`src/rtl/eag_pkg.sv`:
```
package eag_pkg;
  typedef enum logic {
    REQ_ADDR  = 1'b0,
    REQ_SHIFT = 1'b1
  } req_kind_e;
endpackage

```
`src/rtl/eag_regfile.sv`:
```
module eag_regfile #(
  parameter int REG_COUNT = 16,
  parameter int DATA_W    = 32,
  parameter int PORTS     = 2,
  localparam int SEL_W    = $clog2(REG_COUNT)
) (
  input  logic                         clk,
  input  logic                         wr_en,
  input  logic [SEL_W-1:0]             wr_sel,
  input  logic [DATA_W-1:0]            wr_data,
  input  logic [PORTS-1:0][SEL_W-1:0]  rd_sel,
  output logic [PORTS-1:0][DATA_W-1:0] rd_data
);
  logic [DATA_W-1:0] mem_q [REG_COUNT];

  // storage array: no reset, loaded through the write port
  always_ff @(posedge clk) begin
    if (wr_en) begin
      mem_q[wr_sel] <= wr_data;
    end
  end

  // read ports with same-cycle write forwarding
  for (genvar p = 0; p < PORTS; p++) begin : g_rd
    always_comb begin
      if (wr_en && (wr_sel == rd_sel[p])) begin
        rd_data[p] = wr_data;
      end else begin
        rd_data[p] = mem_q[rd_sel[p]];
      end
    end
  end
endmodule

```
`src/rtl/eag_term_gate.sv`:
```
module eag_term_gate #(
  parameter int DATA_W = 32,
  parameter int SEL_W  = 4
) (
  input  logic              use_term,
  input  logic [SEL_W-1:0]  sel,
  input  logic [DATA_W-1:0] data,
  output logic [DATA_W-1:0] term
);
  // field value zero selects no register at all
  always_comb begin
    if (use_term && (sel != '0)) begin
      term = data;
    end else begin
      term = '0;
    end
  end
endmodule

```
`src/rtl/eag_sum_stage.sv`:
```
module eag_sum_stage
  import eag_pkg::*;
#(
  parameter int DATA_W  = 32,
  parameter int DISP_W  = 12,
  parameter int ADDR_W  = 24,
  parameter int SHIFT_W = 6
) (
  input  logic               clk,
  input  logic               rst_n,
  input  logic               req_valid,
  input  req_kind_e          req_kind,
  input  logic [DATA_W-1:0]  base_term,
  input  logic [DATA_W-1:0]  index_term,
  input  logic [DISP_W-1:0]  disp,
  output logic               out_valid,
  output logic [ADDR_W-1:0]  out_addr,
  output logic [SHIFT_W-1:0] out_shift
);
  logic [DATA_W-1:0]  sum_full;
  logic [ADDR_W-1:0]  addr_d;
  logic [SHIFT_W-1:0] shift_d;
  logic               unused_hi;

  always_comb begin
    sum_full = base_term + index_term + DATA_W'(disp);
    addr_d   = sum_full[ADDR_W-1:0];
    if (req_kind == REQ_SHIFT) begin
      shift_d = addr_d[SHIFT_W-1:0];
    end else begin
      shift_d = '0;
    end
  end

  assign unused_hi = ^sum_full[DATA_W-1:ADDR_W];

  always_ff @(posedge clk or negedge rst_n) begin
    if (!rst_n) begin
      out_valid <= 1'b0;
      out_addr  <= '0;
      out_shift <= '0;
    end else begin
      out_valid <= req_valid;
      if (req_valid) begin
        out_addr  <= addr_d;
        out_shift <= shift_d;
      end
    end
  end
endmodule

```
`src/rtl/eag_top.sv`:
```
module eag_top
  import eag_pkg::*;
#(
  parameter int REG_COUNT = 16,
  parameter int DATA_W    = 32,
  parameter int DISP_W    = 12,
  parameter int ADDR_W    = 24,
  parameter int SHIFT_W   = 6,
  localparam int SEL_W    = $clog2(REG_COUNT)
) (
  input  logic               clk,
  input  logic               rst_n,
  input  logic               wr_en,
  input  logic [SEL_W-1:0]   wr_sel,
  input  logic [DATA_W-1:0]  wr_data,
  input  logic               req_valid,
  input  logic               req_kind,
  input  logic [SEL_W-1:0]   req_base,
  input  logic [SEL_W-1:0]   req_index,
  input  logic [DISP_W-1:0]  req_disp,
  input  logic               req_use_index,
  output logic               out_valid,
  output logic [ADDR_W-1:0]  out_addr,
  output logic [SHIFT_W-1:0] out_shift
);
  localparam int PORT_BASE  = 0;
  localparam int PORT_INDEX = 1;

  logic [1:0]              rst_pipe;
  logic                    rst_q;
  req_kind_e               kind;
  logic                    index_on;
  logic [1:0][SEL_W-1:0]   rd_sel;
  logic [1:0][DATA_W-1:0]  rd_data;
  logic [DATA_W-1:0]       base_term;
  logic [DATA_W-1:0]       index_term;

  // reset: asserted asynchronously, released after two clock edges
  always_ff @(posedge clk or negedge rst_n) begin
    if (!rst_n) begin
      rst_pipe <= '0;
    end else begin
      rst_pipe <= {rst_pipe[0], 1'b1};
    end
  end
  assign rst_q = rst_pipe[1];

  assign kind     = req_kind_e'(req_kind);
  assign index_on = (kind == REQ_ADDR) && req_use_index;
  assign rd_sel[PORT_BASE]  = req_base;
  assign rd_sel[PORT_INDEX] = req_index;

  eag_regfile #(
    .REG_COUNT(REG_COUNT), .DATA_W(DATA_W), .PORTS(2)
  ) rf_i (
    .clk(clk), .wr_en(wr_en), .wr_sel(wr_sel), .wr_data(wr_data),
    .rd_sel(rd_sel), .rd_data(rd_data)
  );

  eag_term_gate #(.DATA_W(DATA_W), .SEL_W(SEL_W)) base_gate_i (
    .use_term(1'b1), .sel(req_base), .data(rd_data[PORT_BASE]),
    .term(base_term)
  );

  eag_term_gate #(.DATA_W(DATA_W), .SEL_W(SEL_W)) index_gate_i (
    .use_term(index_on), .sel(req_index), .data(rd_data[PORT_INDEX]),
    .term(index_term)
  );

  eag_sum_stage #(
    .DATA_W(DATA_W), .DISP_W(DISP_W), .ADDR_W(ADDR_W), .SHIFT_W(SHIFT_W)
  ) sum_i (
    .clk(clk), .rst_n(rst_q), .req_valid(req_valid), .req_kind(kind),
    .base_term(base_term), .index_term(index_term), .disp(req_disp),
    .out_valid(out_valid), .out_addr(out_addr), .out_shift(out_shift)
  );
endmodule

```
`config.mk`:
```
export PLATFORM = sky130hd
export DESIGN_NAME = eag_top
export DESIGN_NICKNAME = d
export VERILOG_FILES = /design/src/rtl/eag_pkg.sv /design/src/rtl/eag_regfile.sv /design/src/rtl/eag_term_gate.sv /design/src/rtl/eag_sum_stage.sv /design/src/rtl/eag_top.sv
export SDC_FILE = /design/constraint.sdc
export NUM_CORES = 1
export LEC_CHECK = 0
export BUFFER_PORTS_ARGS = -buffer_cell sky130_fd_sc_hd__clkbuf_2
export CELL_PAD_IN_SITES_DETAIL_PLACEMENT = 0
export CELL_PAD_IN_SITES_GLOBAL_PLACEMENT = 1
export CORE_ASPECT_RATIO = 0.9
export CORE_MARGIN = 10
export CORE_UTILIZATION = 54
export DETAILED_ROUTE_END_ITERATION = 12
export PLACE_DENSITY = 0.84
export SLEW_MARGIN = 10
export SYNTH_ARGS = -nofsm -noshare
export SYNTH_HDL_FRONTEND = slang
export SYNTH_SLANG_ARGS = --single-unit
export TNS_END_PERCENT = 5
```
`constraint.sdc`:
```
create_clock -name clk -period 1.3 [get_ports clk]
set_input_delay 0.26 -clock clk [delete_from_list [all_inputs] [get_ports clk]]
set_output_delay 0.26 -clock clk [all_outputs]
set_load 0.02 [all_outputs]
```
==> results.json <==
{
  "root_buffer": "clkbuf_16",
  "synthCells": 1122,
  "yosysTopAreaCellShare_pct": 55.51,
  "worstPathMaxFanout": 3,
  "synthArstFlopShare_pct": 7.914,
  "syn_nets": 1230,
  "fin_crit_ps": 4169,
  "viasPerCell": 6.746,
  "drt_wl_total_microns": 58690,
  "wire_per_inst_microns": 30.44,
  "cts_tree": "done",
  "gp_congestion": 0.8940,
  "start_util_pct": 54.38,
  "antenna_found_initial": 1,
  "cp-startpoint": "rf_i.mem_q[0][0]$_DFFE_PP_",
  "rsz0062_at_grt": "true",
  "portBuffers": 84,
  "worstRegToRegCells": 15,
  "clock_latency_ps": 580,
  "critPathCaptureType": "flop",
  "power_density_nw_per_um2": 1360,
  "hpwl_microns": 39080,
  "hold_ws_ps": 35.01,
  "fin_nets": 1511,
  "fin_util_pct": 66.94,
  "synth_most_common_cell": "edfxtp_1",
  "synth-main-ff-cell": "edfxtp_1",
  "reg2reg_slack_ps": -2870,
  "drive_gt1_share_pct": 46.94,
  "start_kind": "flop",
  "vias": 13010,
  "yosys-top-cells-count": "384 x edfxtp_1, 240 x mux4_2, 67 x nand2_1",
  "yosysTopAreaCell": "edfxtp_1",
  "die_h_microns": 206.1,
  "irDropWorstVdd_mv": 1.017,
  "netlist_area_sq_um": 20770,
  "endpoint": "sum_i.out_addr[19]$_DFFE_PN0P_",
  "rows": 68,
  "post-route-period-util_pct": 320.7,
  "synth_area_per_cell_sq_um": 18.51,
  "die_area_sq_um": 46720,
  "track_usage_pct": 25.64,
  "coreArea_sq_um": 38200,
  "num_antenna_cells": 0,
  "cts_made_buffers": 44,
  "rr_endpoint": "sum_i.out_addr[19]$_DFFE_PN0P_",
  "die_x_microns": 226.7,
  "yosysWarnings": 0,
  "fmax_mhz": 239.9,
  "ios": 93,
  "grt_pass1_vias": 13630,
  "drtIter0Drc": 1643,
  "arrival_ps": 4640,
  "slew_violations": 0,
  "maxCapViolCount": 0,
  "path_class": "flop to flop",
  "clock_sinks": 417,
  "final.setup.worst_slack_ps": -2869,
  "clkTransAtPathRegs_ps": 60,
  "overflow": 0,
  "ys_seq_elements": 417,
  "first_pass_iters": 5,
  "synth_edf_count": 384,
  "drc": 0,
  "p_leak_nw": 8.964,
  "reg2reg_from": "rf_i.mem_q[0][0]$_DFFE_PP_",
  "finalSetupViolCount": 61,
  "ys_seq_area_share_pct": 59.49,
  "postRouteAntennaNets": 0,
  "violations": "setup timing",
  "hold_path_class": "input pin to flop",
  "grt_pass1_wl_microns": 87110,
  "synth_cell_types": 53,
  "hold_viol": 0,
  "htreeDepth": 2,
  "max-clock-path-buffers": 3,
  "skew_ps": 15.98,
  "grt_max_degree": 32,
  "status": "finished, violations left",
  "finalSetupTns_ps": -69940,
  "area_delta_synth_final_pct": 23.11,
  "cp_data_required_time_ps": 1770,
  "synth_area_leaders": "edfxtp_1 56%, mux4_2 26%, dfrtp_1 4.0%"
}
==> state kept, by name, indices dropped and copies added, names as in the netlist <==
name,flops
rst_pipe,2
rf_i.mem_q,384
sum_i.out_valid,1
sum_i.out_addr,24
sum_i.out_shift,6
==> worst min-delay path by stage <==
| stage | start | endpoint | depth (start not counted) |
|---|---|---|---|
| after floorplan | rst_n | rst_pipe[0]$_DFF_PN0_ | 0 |
| after global routing | wr_data[1] | rf_i.mem_q[1][1]$_DFFE_PP_ | 2 |
| after detailed placement | rst_n | rst_pipe[1]$_DFF_PN0_ | 1 |
| after CTS | wr_data[1] | rf_i.mem_q[1][1]$_DFFE_PP_ | 2 |
| after global placement | rst_n | rst_pipe[1]$_DFF_PN0_ | 1 |
| final | wr_data[1] | rf_i.mem_q[1][1]$_DFFE_PP_ | 2 |
==> cell type report <==
cell class,count,area (sq um)
fillers,2500,12630
flip-flops and latches,417,12360
multi-input cells,611,8363
repair buffers,310,2789
clock buffers,61,1196
well taps,490,613.1
clock inverters,20,182.7
inverters,19,71.32
==> stage by stage <==
step	power [mW]	area [sq um]	std cells	setup WS [ps]
after floorplan	19.55	21080	1122	-2830
after global placement	22.10	23860	1839	-3051
after detailed placement	22.24	23860	1839	-3075
after CTS	34.51	25370	1926	-2829
after global routing	36.02	25570	1928	-3038
final	34.78	25570	1928	-2869
==> worst max-delay path, cell delays in order, from the launching register on <==
cell	delay, ps
edfxtp_1	420
mux4_2	460
mux4_2	500
mux2i_4	200
nor2_2	60
fa_2	380
ha_4	180
fa_2	350
a211oi_2	230
o211ai_1	170
a21oi_2	230
a211oi_2	120
o21a_1	200
o21a_1	180
o21a_1	160
o31ai_1	220
==> power breakdown <==
part           leakage (nW)  internal [mW]  switching [mW]
Sequential             3.86           15.3           0.387
Combinational          4.43           3.50            3.45
Clock                 0.666           7.04            5.14
Total                  8.96           25.8            8.98
==> cells by family (layout without fill, tap and decap cells) <==
family                     Yosys count  after routing  synth area share, %
buffers and inverters               94            410                1.831
AOI/OAI and AO/OA                  103            103                3.036
and+or+nand+nor                    164            164                3.596
DFF                                417            417                59.49
muxes                              277            277                27.88
adders and majority gates           46             46                3.241
xor gates and xnor gates            20             20               0.9095
other                                1              1              0.01805
==> routing by layer <==
metal,track usage (%),part of all wire [%]
met5,0,0.022
met4,9.265,3.2
met3,5.192,11
met2,40.25,48
met1,35.35,38
==> layout by cell type, fill, tap and decap left out, types with 11 or more instances in the layout <==
master     instances
mux4_2           240
dfrtp_1           33
nand2_1           67
inv_1             18
buf_4            180
fa_1              11
mux2i_1           23
ha_1              31
buf_6             21
nor2_4            12
buf_12            42
clkbuf_16         45
nor2_1            34
clkbuf_2          53
a21oi_1           35
edfxtp_1         384
clkbuf_1          15
xnor2_1           12
==> what timing repair did <==
item,4_1_cts,5_1_grt
setup buffers,1,2
gates cloned,0,0
hold buffers,5,0
hold endpoints to repair,9,0
gates resized for setup,22,77
setup endpoints to repair,61,75
pin swaps,7,9
No activity file was read; power rests on OpenSTA's default activity.
